File: config.mk
export PLATFORM = sky130hd
export DESIGN_NAME = pwm_pulse_channel
export DESIGN_NICKNAME = d
export VERILOG_FILES = /design/src/rtl/pwm_chan_pkg.sv /design/src/rtl/pwm_cfg_regs.sv /design/src/rtl/pwm_prescaler.sv /design/src/rtl/pwm_wave_core.sv /design/src/rtl/pwm_pulse_channel.sv
export SDC_FILE = /design/constraint.sdc
export NUM_CORES = 1
export LEC_CHECK = 0
export BUFFER_PORTS_ARGS = -buffer_cell sky130_fd_sc_hd__clkbuf_2
export CAP_MARGIN = 15
export CORE_ASPECT_RATIO = 1.25
export CORE_MARGIN = 1.5
export CORE_UTILIZATION = 52
export DETAILED_ROUTE_END_ITERATION = 8
export GPL_ROUTABILITY_DRIVEN = 1
export PLACE_DENSITY = 0.79
export SLEW_MARGIN = 20
export SYNTH_ARGS = -nofsm -noshare
export SYNTH_HDL_FRONTEND = slang
export SYNTH_SLANG_ARGS = --single-unit
File: constraint.sdc
create_clock -name clk -period 2.7 [get_ports clk]
set_input_delay 0.135 -clock clk [delete_from_list [all_inputs] [get_ports clk]]
set_output_delay 0.135 -clock clk [all_outputs]
set_load 0.02 [all_outputs]
File: src/rtl/pwm_chan_pkg.sv
`timescale 1ns/1ps
package pwm_chan_pkg;
    localparam int CNT_W  = 16;
    localparam int DIV_W  = 8;
    localparam int NUM_W  = 14;
    localparam int ADDR_W = 4;
    localparam int DATA_W = 16;
    localparam int NUM_LO_W = 8;

    localparam logic [ADDR_W-1:0] A_DIV    = 4'h0;
    localparam logic [ADDR_W-1:0] A_PERIOD = 4'h1;
    localparam logic [ADDR_W-1:0] A_CMP    = 4'h2;
    localparam logic [ADDR_W-1:0] A_MODE   = 4'h3;
    localparam logic [ADDR_W-1:0] A_OUTCFG = 4'h4;
    localparam logic [ADDR_W-1:0] A_NUM_LO = 4'h5;
    localparam logic [ADDR_W-1:0] A_NUM_HI = 4'h6;
    localparam logic [ADDR_W-1:0] A_ENABLE = 4'h7;
    localparam logic [ADDR_W-1:0] A_IRQCLR = 4'h8;

    typedef enum logic {
        MODE_FREE  = 1'b0,
        MODE_COUNT = 1'b1
    } run_mode_e;

    typedef struct packed {
        logic [DIV_W-1:0] div;
        logic [CNT_W-1:0] tmax;
        logic [CNT_W-1:0] tcmp;
        run_mode_e        mode;
        logic             inv_main;
        logic             inv_comp;
        logic             pol;
        logic [NUM_W-1:0] num;
    } chan_cfg_t;

    // true when the period now ending is the last one requested
    function automatic logic last_pulse(input logic [NUM_W-1:0] done_cnt,
                                        input logic [NUM_W-1:0] target);
        return ({1'b0, done_cnt} + (NUM_W+1)'(1)) >= {1'b0, target};
    endfunction
endpackage

File: src/rtl/pwm_cfg_regs.sv
`timescale 1ns/1ps
module pwm_cfg_regs
    import pwm_chan_pkg::*;
(
    input  logic              clk,
    input  logic              rst,
    input  logic              wr_en,
    input  logic [ADDR_W-1:0] wr_addr,
    input  logic [DATA_W-1:0] wr_data,
    input  logic              done_i,
    output chan_cfg_t         cfg_o,
    output logic              en_o,
    output logic              irq_o
);
    localparam int NUM_HI_W = NUM_W - NUM_LO_W;

    chan_cfg_t cfg_q;

    always_ff @(posedge clk) begin
        if (rst) begin
            cfg_q <= '0;
        end else if (wr_en) begin
            case (wr_addr)
                A_DIV:    cfg_q.div  <= wr_data[DIV_W-1:0];
                A_PERIOD: cfg_q.tmax <= wr_data[CNT_W-1:0];
                A_CMP:    cfg_q.tcmp <= wr_data[CNT_W-1:0];
                A_MODE:   cfg_q.mode <= run_mode_e'(wr_data[0]);
                A_OUTCFG: begin
                    cfg_q.inv_main <= wr_data[0];
                    cfg_q.inv_comp <= wr_data[1];
                    cfg_q.pol      <= wr_data[2];
                end
                A_NUM_LO: cfg_q.num[NUM_LO_W-1:0]     <= wr_data[NUM_LO_W-1:0];
                A_NUM_HI: cfg_q.num[NUM_W-1:NUM_LO_W] <= wr_data[NUM_HI_W-1:0];
                default:  ;
            endcase
        end
    end

    // end of count wins over a software write on the same edge
    always_ff @(posedge clk) begin
        if (rst) begin
            en_o <= 1'b0;
        end else if (done_i) begin
            en_o <= 1'b0;
        end else if (wr_en && wr_addr == A_ENABLE) begin
            en_o <= wr_data[0];
        end
    end

    always_ff @(posedge clk) begin
        if (rst) begin
            irq_o <= 1'b0;
        end else if (done_i) begin
            irq_o <= 1'b1;
        end else if (wr_en && wr_addr == A_IRQCLR && wr_data[0]) begin
            irq_o <= 1'b0;
        end
    end

    assign cfg_o = cfg_q;
endmodule

File: src/rtl/pwm_prescaler.sv
`timescale 1ns/1ps
module pwm_prescaler
    import pwm_chan_pkg::*;
(
    input  logic             clk,
    input  logic             rst,
    input  logic             run_i,
    input  logic [DIV_W-1:0] div_i,
    output logic             tick_o
);
    logic [DIV_W-1:0] pre_q;

    // >= keeps the tick alive when the divider shrinks mid-count
    assign tick_o = run_i && (pre_q >= div_i);

    always_ff @(posedge clk) begin
        if (rst || !run_i) begin
            pre_q <= '0;
        end else if (tick_o) begin
            pre_q <= '0;
        end else begin
            pre_q <= pre_q + DIV_W'(1);
        end
    end
endmodule

File: src/rtl/pwm_wave_core.sv
`timescale 1ns/1ps
module pwm_wave_core
    import pwm_chan_pkg::*;
(
    input  logic             clk,
    input  logic             rst,
    input  logic             run_i,
    input  logic             tick_i,
    input  chan_cfg_t        cfg_i,
    output logic [CNT_W-1:0] cnt_o,
    output logic [CNT_W-1:0] act_max_o,
    output logic             done_o,
    output logic             pwm_o,
    output logic             pwm_n_o
);
    logic [CNT_W-1:0] cnt_q;
    logic [CNT_W-1:0] act_max_q;
    logic [CNT_W-1:0] act_cmp_q;
    logic [NUM_W-1:0] pulses_q;
    logic             wrap;
    logic             lvl;

    assign wrap   = run_i && tick_i && (cnt_q == act_max_q);
    assign done_o = wrap && (cfg_i.mode == MODE_COUNT) && last_pulse(pulses_q, cfg_i.num);

    always_ff @(posedge clk) begin
        if (rst || !run_i) begin
            cnt_q     <= '0;
            pulses_q  <= '0;
            act_max_q <= cfg_i.tmax;
            act_cmp_q <= cfg_i.tcmp;
        end else if (tick_i) begin
            if (wrap) begin
                cnt_q     <= '0;
                act_max_q <= cfg_i.tmax;
                act_cmp_q <= cfg_i.tcmp;
                if (cfg_i.mode == MODE_COUNT) begin
                    pulses_q <= pulses_q + NUM_W'(1);
                end
            end else begin
                cnt_q <= cnt_q + CNT_W'(1);
            end
        end
    end

    assign lvl     = (cnt_q < act_cmp_q) ^ cfg_i.pol;
    assign pwm_o   = (run_i &  lvl) ^ cfg_i.inv_main;
    assign pwm_n_o = (run_i & ~lvl) ^ cfg_i.inv_comp;

    assign cnt_o     = cnt_q;
    assign act_max_o = act_max_q;
endmodule

File: src/rtl/pwm_pulse_channel.sv
`timescale 1ns/1ps
module pwm_pulse_channel
    import pwm_chan_pkg::*;
(
    input  logic              clk,
    input  logic              rst,
    input  logic              wr_en,
    input  logic [ADDR_W-1:0] wr_addr,
    input  logic [DATA_W-1:0] wr_data,
    output logic              pwm_o,
    output logic              pwm_n_o,
    output logic              running_o,
    output logic              irq_o
);
    chan_cfg_t        cfg;
    logic             en;
    logic             tick;
    logic             done;
    logic [CNT_W-1:0] cnt;
    logic [CNT_W-1:0] act_max;

    pwm_cfg_regs u_regs (
        .clk     (clk),
        .rst     (rst),
        .wr_en   (wr_en),
        .wr_addr (wr_addr),
        .wr_data (wr_data),
        .done_i  (done),
        .cfg_o   (cfg),
        .en_o    (en),
        .irq_o   (irq_o)
    );

    pwm_prescaler u_pre (
        .clk    (clk),
        .rst    (rst),
        .run_i  (en),
        .div_i  (cfg.div),
        .tick_o (tick)
    );

    pwm_wave_core u_core (
        .clk       (clk),
        .rst       (rst),
        .run_i     (en),
        .tick_i    (tick),
        .cfg_i     (cfg),
        .cnt_o     (cnt),
        .act_max_o (act_max),
        .done_o    (done),
        .pwm_o     (pwm_o),
        .pwm_n_o   (pwm_n_o)
    );

    assign running_o = en;
endmodule

## Word-level counts from Yosys, hierarchy flattened

Cells that the tools add are included.

- Register bits: 130
- Latch bits: 0
- Bits in writable memories: 0
- Bits in read-only memories: 0
- Input port bits: 23
- Output and inout bits: 4
- Logic and storage cells: 72
- Memories kept: 0

- Add/subtract/negate cells: 4
- $mul: 0
- Divide/modulo/power cells: 0
- Magnitude comparators: 3
- Equal/unequal tests: 9
- Shifts and indexed selects: 0
- Mux-type cells: 9
- Bitwise logic cells: 6
- Reductions and logical operators: 25

Operators with widths:

| kind | count |
|---|---|
| $mux 16 | 7 |
| $add 16x1->16 const B | 1 |
| $eq 16x16->1 | 1 |
| $eq 4x3->1 const B | 4 |
| $lt 16x16->1 | 1 |
| $reduce_and 2->1 | 8 |
| $add 14x1->15 const B | 1 |
| $ge 15x14->1 | 1 |
| $add 14x1->14 const B | 1 |
| $add 8x1->8 const B | 1 |
| $eq 4x2->1 const B | 2 |
| $ge 8x8->1 | 1 |
| $logic_and 1x1->1 | 8 |
| $reduce_bool 2->1 | 3 |
| $eq 4x1->1 const B | 1 |
| $eq 4x4->1 const B | 1 |
| $logic_not 4->1 | 1 |
| $reduce_or 2->1 | 2 |
| $reduce_and 3->1 | 1 |
| $xor 1x1->1 | 3 |
| $and 1x1->1 | 2 |
| $mux 1 | 2 |
| $logic_not 1->1 | 1 |
| $logic_or 1x1->1 | 1 |
| $not 1->1 | 1 |

## Depth between registers and ports, before layout

- Depth in word-level cells: 7
- Gate-level depth with buffers: 11
- Mapped depth without buffers: 11

## By module

A second synthesis with hierarchy kept.

- Cells, all modules: 640
- Area, all modules: 6516.2 um2

By module, submodules not included:

| module | instances | cells an instance | area an instance (um2) | seq. area each (um2) |
|---|---|---|---|---|
| pwm_wave_core | 1 | 352 | 3534.6 | 1561.5 |
| pwm_cfg_regs | 1 | 226 | 2471.1 | 1201.2 |
| pwm_prescaler | 1 | 62 | 510.5 | 160.2 |

## Worst setup path after synthesis

OpenSTA, ideal clock, no wires.

- Path kind: register to register
- Start: reg u_core.pulses_q[0]
- End: reg u_regs.irq_o
- Arrival: 2.378 ns
- Data required time: 2.584 ns
- Path slack: 0.205 ns
- Cell stages (with the launch flop): 12
- Clock period less this slack: 2.495 ns
- Cells stage by stage: dfxtp_1 -> ha_1 -> nand3_1 -> nor3_1 -> nand2_1 -> xnor2_1 -> ha_1 -> a21o_1 -> a21oi_1 -> o31ai_1 -> a211o_1 -> a31o_2

- Word-level cells in the longest chain between the ends: 4

RTL lines:

| item | line | RTL |
|---|---|---|
| start: declaration | pwm_wave_core.sv:19 | `logic [NUM_W-1:0] pulses_q;` |
| start signal: assignment | pwm_wave_core.sv:38 | `pulses_q <= pulses_q + NUM_W'(1);` |
| $add 14x1->15 (*) | pwm_chan_pkg.sv:39 | `return ({1'b0, done_cnt} + (NUM_W+1)'(1)) >= {1'b0, target};` |
| $ge 15x14->1 (*) | pwm_chan_pkg.sv:39 |  |
| $logic_and 1x1->1 (*) | pwm_wave_core.sv:24 | `assign done_o = wrap && (cfg_i.mode == MODE_COUNT) && last_pulse(pulses_q, cfg_i.num);` |
| $mux 1 or $reduce_bool 2->1 (tied branches) | n/a |  |
| end signal: assignment | pwm_cfg_regs.sv:53 | `irq_o <= 1'b0;` |
| end signal: assignment | pwm_cfg_regs.sv:55 | `irq_o <= 1'b1;` |
| end signal: assignment | pwm_cfg_regs.sv:57 | `irq_o <= 1'b0;` |
| end: declaration | pwm_cfg_regs.sv:13 | `output logic irq_o` |

Mark *: on every way between the ends. The rest lies on a longest branch, timed or not.
A chain may end at the register's enable or synchronous reset.

## Worst setup path in the final report

- Start: reg u_core.act_cmp_q[12]
- End: out pwm_n_o

- Word-level cells in the longest chain between the ends: 5

RTL lines:

| item | line | RTL |
|---|---|---|
| start: declaration | pwm_wave_core.sv:18 | `logic [CNT_W-1:0] act_cmp_q;` |
| start signal: assignment | pwm_wave_core.sv:31 | `act_cmp_q <= cfg_i.tcmp;` |
| start signal: assignment | pwm_wave_core.sv:36 | `act_cmp_q <= cfg_i.tcmp;` |
| $lt 16x16->1 | pwm_wave_core.sv:46 | `assign lvl = (cnt_q < act_cmp_q) ^ cfg_i.pol;` |
| $xor 1x1->1 | pwm_wave_core.sv:46 |  |
| $not 1->1 | pwm_wave_core.sv:48 | `assign pwm_n_o = (run_i & ~lvl) ^ cfg_i.inv_comp;` |
| $and 1x1->1 | pwm_wave_core.sv:48 |  |
| $xor 1x1->1 | pwm_wave_core.sv:48 |  |
| end: declaration | pwm_pulse_channel.sv:11 | `output logic pwm_n_o,` |

Every way passes these cells.

==> metrics <==
Worst Path Class, Setup reg -> out; layout cells sized above 1 14.3%; CTS tree built; Setup TNS 0 ns; Seq/Total Area, Yosys 44.3%; final setup margin 0.00745 ns; Least-Margin Pin Slew 1.06 ns; GR Util All Layers 24.6%; Crit path max-delay family simple AND/OR/NAND/NOR gates; max cap viols 0; ys async rst share 0%; Min-Delay Path Class in -> reg; GRT busiest layer met2; # H-tree levels 4; first-pass GRT wire length 26000 um; area grow syn2layout 16.1%; NumNets Final 826; Seq cells post-synth 130; largest net degree at the start of global routing 49; Row Count 45; Max Slew Vio Count 0; crit share post-route 99.7%; synthesized-area fraction occupied by adder cells 7.58%; Cell Pwr Density 572 mW/mm2; simple-gate portion of the synthesized area 20.5%; Setup crit end kind output port; drt drc 0; crit-path cells inv_1 -> ha_1 -> nand4_1 -> buf_4 -> nor4_4 -> a32oi_4 -> or2_2 -> nand4_1 -> buf_4; core area 0.0123 mm2; die height 129 um; Final Hold Viols 0; total chip power 4.39 mW; initial antenna violation count 0; slowest CP cell edfxtp_1; Compound-Gate Fraction of Synth Area 12.5%; CP Launch Type register; fin area 0.00767 mm2; Largest stage delay, worst path 0.39 ns; Worst-path clk slew 0.06 ns; Fmax achieved 371 MHz; routed wire length per instance 17.3 um; IO Port Bufs 26; Setup Viol. Count Final 0; library cells used by synthesis 62; syn nets 781; combinational family with the most area after synthesis simple AND/OR/NAND/NOR gates; multiplexer area fraction after synthesis 4.70%; Post-Synth XOR/XNOR Area 4.87%; # diodes 0; total number of vias 5571; clk_lat worst skew 0.42 ns; Gate Count Post-Synth 718; EDFF count, synth 32; Top Ports 27; post-DP HPWL 10900 um; initial DRC count 364; leak pwr 2.96 nW; outcome finished, final reports clean; Die X 104 um; placer's final routability congestion estimate 0.938; Syn. warnings 0; number of global-route vias before repair 5446; total iterations of the first detailed-routing run 5; crit-path max FO 8; met1 Use GR 29.6%; Post-DRT Antenna Nets 0; Slew headroom 28.4%; Main synth FF type dfxtp_1; # clock sinks 130; Placed Instance Area 0.00696 mm2; post-layout util 62.5%; Post-Syn Area per Cell 9.19 um2; Via density 5.93; CTS Buffer Depth 2; GR Layer Usage met2 42.1%; critical path required time 2.57 ns; Starting Density 53.8%; Critical Path AT 2.56 ns; Syn Std Cell Area 0.00660 mm2; Root Driver clkbuf_16; Num CTS Buffers 17; post-route clock skew 0.00733 ns; worst path bufs/invs 3; drt total wl 16200 um; die area 0.0134 mm2; met3 usage 5.07%; gr ovfl total 0; worst slack at placement 0.133 ns; peak supply drop 608 uV; Min Clock Period, post-route 2.69 ns
-- Yosys cell counts, types with 3 or more instances --
| cell type | instances | area share (%) |
|---|---|---|
| a21o_1 | 5 | 0.57 |
| a21oi_1 | 66 | 5.0 |
| a31oi_1 | 3 | 0.28 |
| a41o_2 | 3 | 0.51 |
| and3_1 | 9 | 0.85 |
| buf_2 | 3 | 0.23 |
| clkbuf_1 | 20 | 1.1 |
| dfxtp_1 | 98 | 30 |
| edfxtp_1 | 32 | 15 |
| ha_1 | 40 | 7.6 |
| inv_1 | 57 | 3.2 |
| mux2i_1 | 31 | 4.7 |
| nand2_1 | 108 | 6.1 |
| nand2b_1 | 6 | 0.57 |
| nand3_1 | 27 | 2.0 |
| nand3b_1 | 3 | 0.34 |
| nand4_1 | 24 | 2.3 |
| nor2_1 | 41 | 2.3 |
| nor3_1 | 9 | 0.68 |
| nor4_1 | 5 | 0.47 |
| nor4_4 | 3 | 0.97 |
| o2111ai_1 | 6 | 0.80 |
| o211ai_1 | 7 | 0.80 |
| o21ai_0 | 9 | 0.68 |
| o41ai_1 | 10 | 1.3 |
| or3_1 | 15 | 1.4 |
| xnor2_1 | 7 | 0.93 |
| xor2_1 | 26 | 3.4 |
-- cell type report --
cell class / instances / area [um2]
well taps: 164 / 205
inverters: 58 / 218
flip-flops and latches: 130 / 2930
multi-input cells: 501 / 3390
repair buffers: 55 / 385
clock inverters: 15 / 121
clock buffers: 17 / 425
fillers: 988 / 4610
-- worst register-to-register path: cells and delay by family, from the launching register on --
kind            cells  cell delay [ns]
flops               1             0.37
compound gates      4             0.81
simple gates        3             0.51
xor+xnor            1             0.24
fa+ha+maj           2             0.54
-- final timing paths --
path / cells after the start / from / slack [ns] / to
max: 9 / u_core.act_cmp_q[12]$_DFFE_PP_ / 0.007 / pwm_n_o
min reg2reg: 0 / u_regs.cfg_o[19]$_SDFFE_PP0P_ / 0.43 / u_core.act_cmp_q[1]$_DFFE_PP_
max reg2reg: 10 / u_core.pulses_q[1]$_SDFFE_PP0P_ / 0.13 / u_regs.irq_o$_SDFFE_PP0P_
min: 3 / wr_data[5] / 0.03 / u_regs.cfg_o[39]$_SDFFE_PP0P_
-- through the flow --
stage,hold WS [ns],cells
global placement,0.373,899
CTS,0.00828,939
detailed placement,0.379,899
global route,0.0382,940
floorplan,0.271,718
finish,0.0254,940
-- layer usage --
metal  routed length (um)  up-vias
li1                     -     2644
met1                 6640     2646
met2                 8030      223
met3                  978       58
met4                  567        0
met5                    0        -
-- where the power goes --
group          leakage (nW)  switching, mW  internal [mW]
logic                  1.50          0.147         0.0823
clock network         0.268          0.941           1.20
registers              1.18         0.0118           2.01
total                  2.96           1.10           3.29
-- what timing repair did --
item,in CTS,in global routing
endpoints found under the setup margin,2,4
hold buffers,8,0
hold endpoints to repair,16,0
resized for setup,2,15
pin swaps,0,5
buffers inserted,0,1
-- cells by family after synthesis --
logic type | count (synthesis)
simple gates | 267
flops | 130
compound gates | 128
buf+inv | 87
fa+ha+maj | 40
xor+xnor | 35
mux | 31
-- sequential cells by signal, summed over array words and instances, names as in the netlist --
name              flops
u_regs.cfg_o         58
u_regs.irq_o          1
u_core.act_max_o     16
u_core.act_cmp_q     16
u_regs.en_o           1
u_core.pulses_q      14
u_core.cnt_o         16
u_pre.pre_q           8
-- cell usage in the layout (no fill, tap or decap), drive strengths merged, types with 9 or more instances in the layout --
| master | netlist | final |
|---|---|---|
| or3 | 15 | 15 |
| nand3 | 27 | 27 |
| o21ai | 10 | 10 |
| mux2i | 31 | 31 |
| nand4 | 25 | 25 |
| a21oi | 66 | 66 |
| edfxtp | 32 | 32 |
| xor2 | 28 | 28 |
| and3 | 10 | 10 |
| nor3 | 9 | 9 |
| o41ai | 10 | 10 |
| nor2 | 41 | 41 |
| nand2 | 108 | 108 |
| buf | 7 | 23 |
| dfxtp | 98 | 98 |
| nor4 | 10 | 10 |
| inv | 57 | 66 |
| clkbuf | 21 | 41 |
| ha | 40 | 40 |
Note: power is estimated with default switching activity, not from simulation.
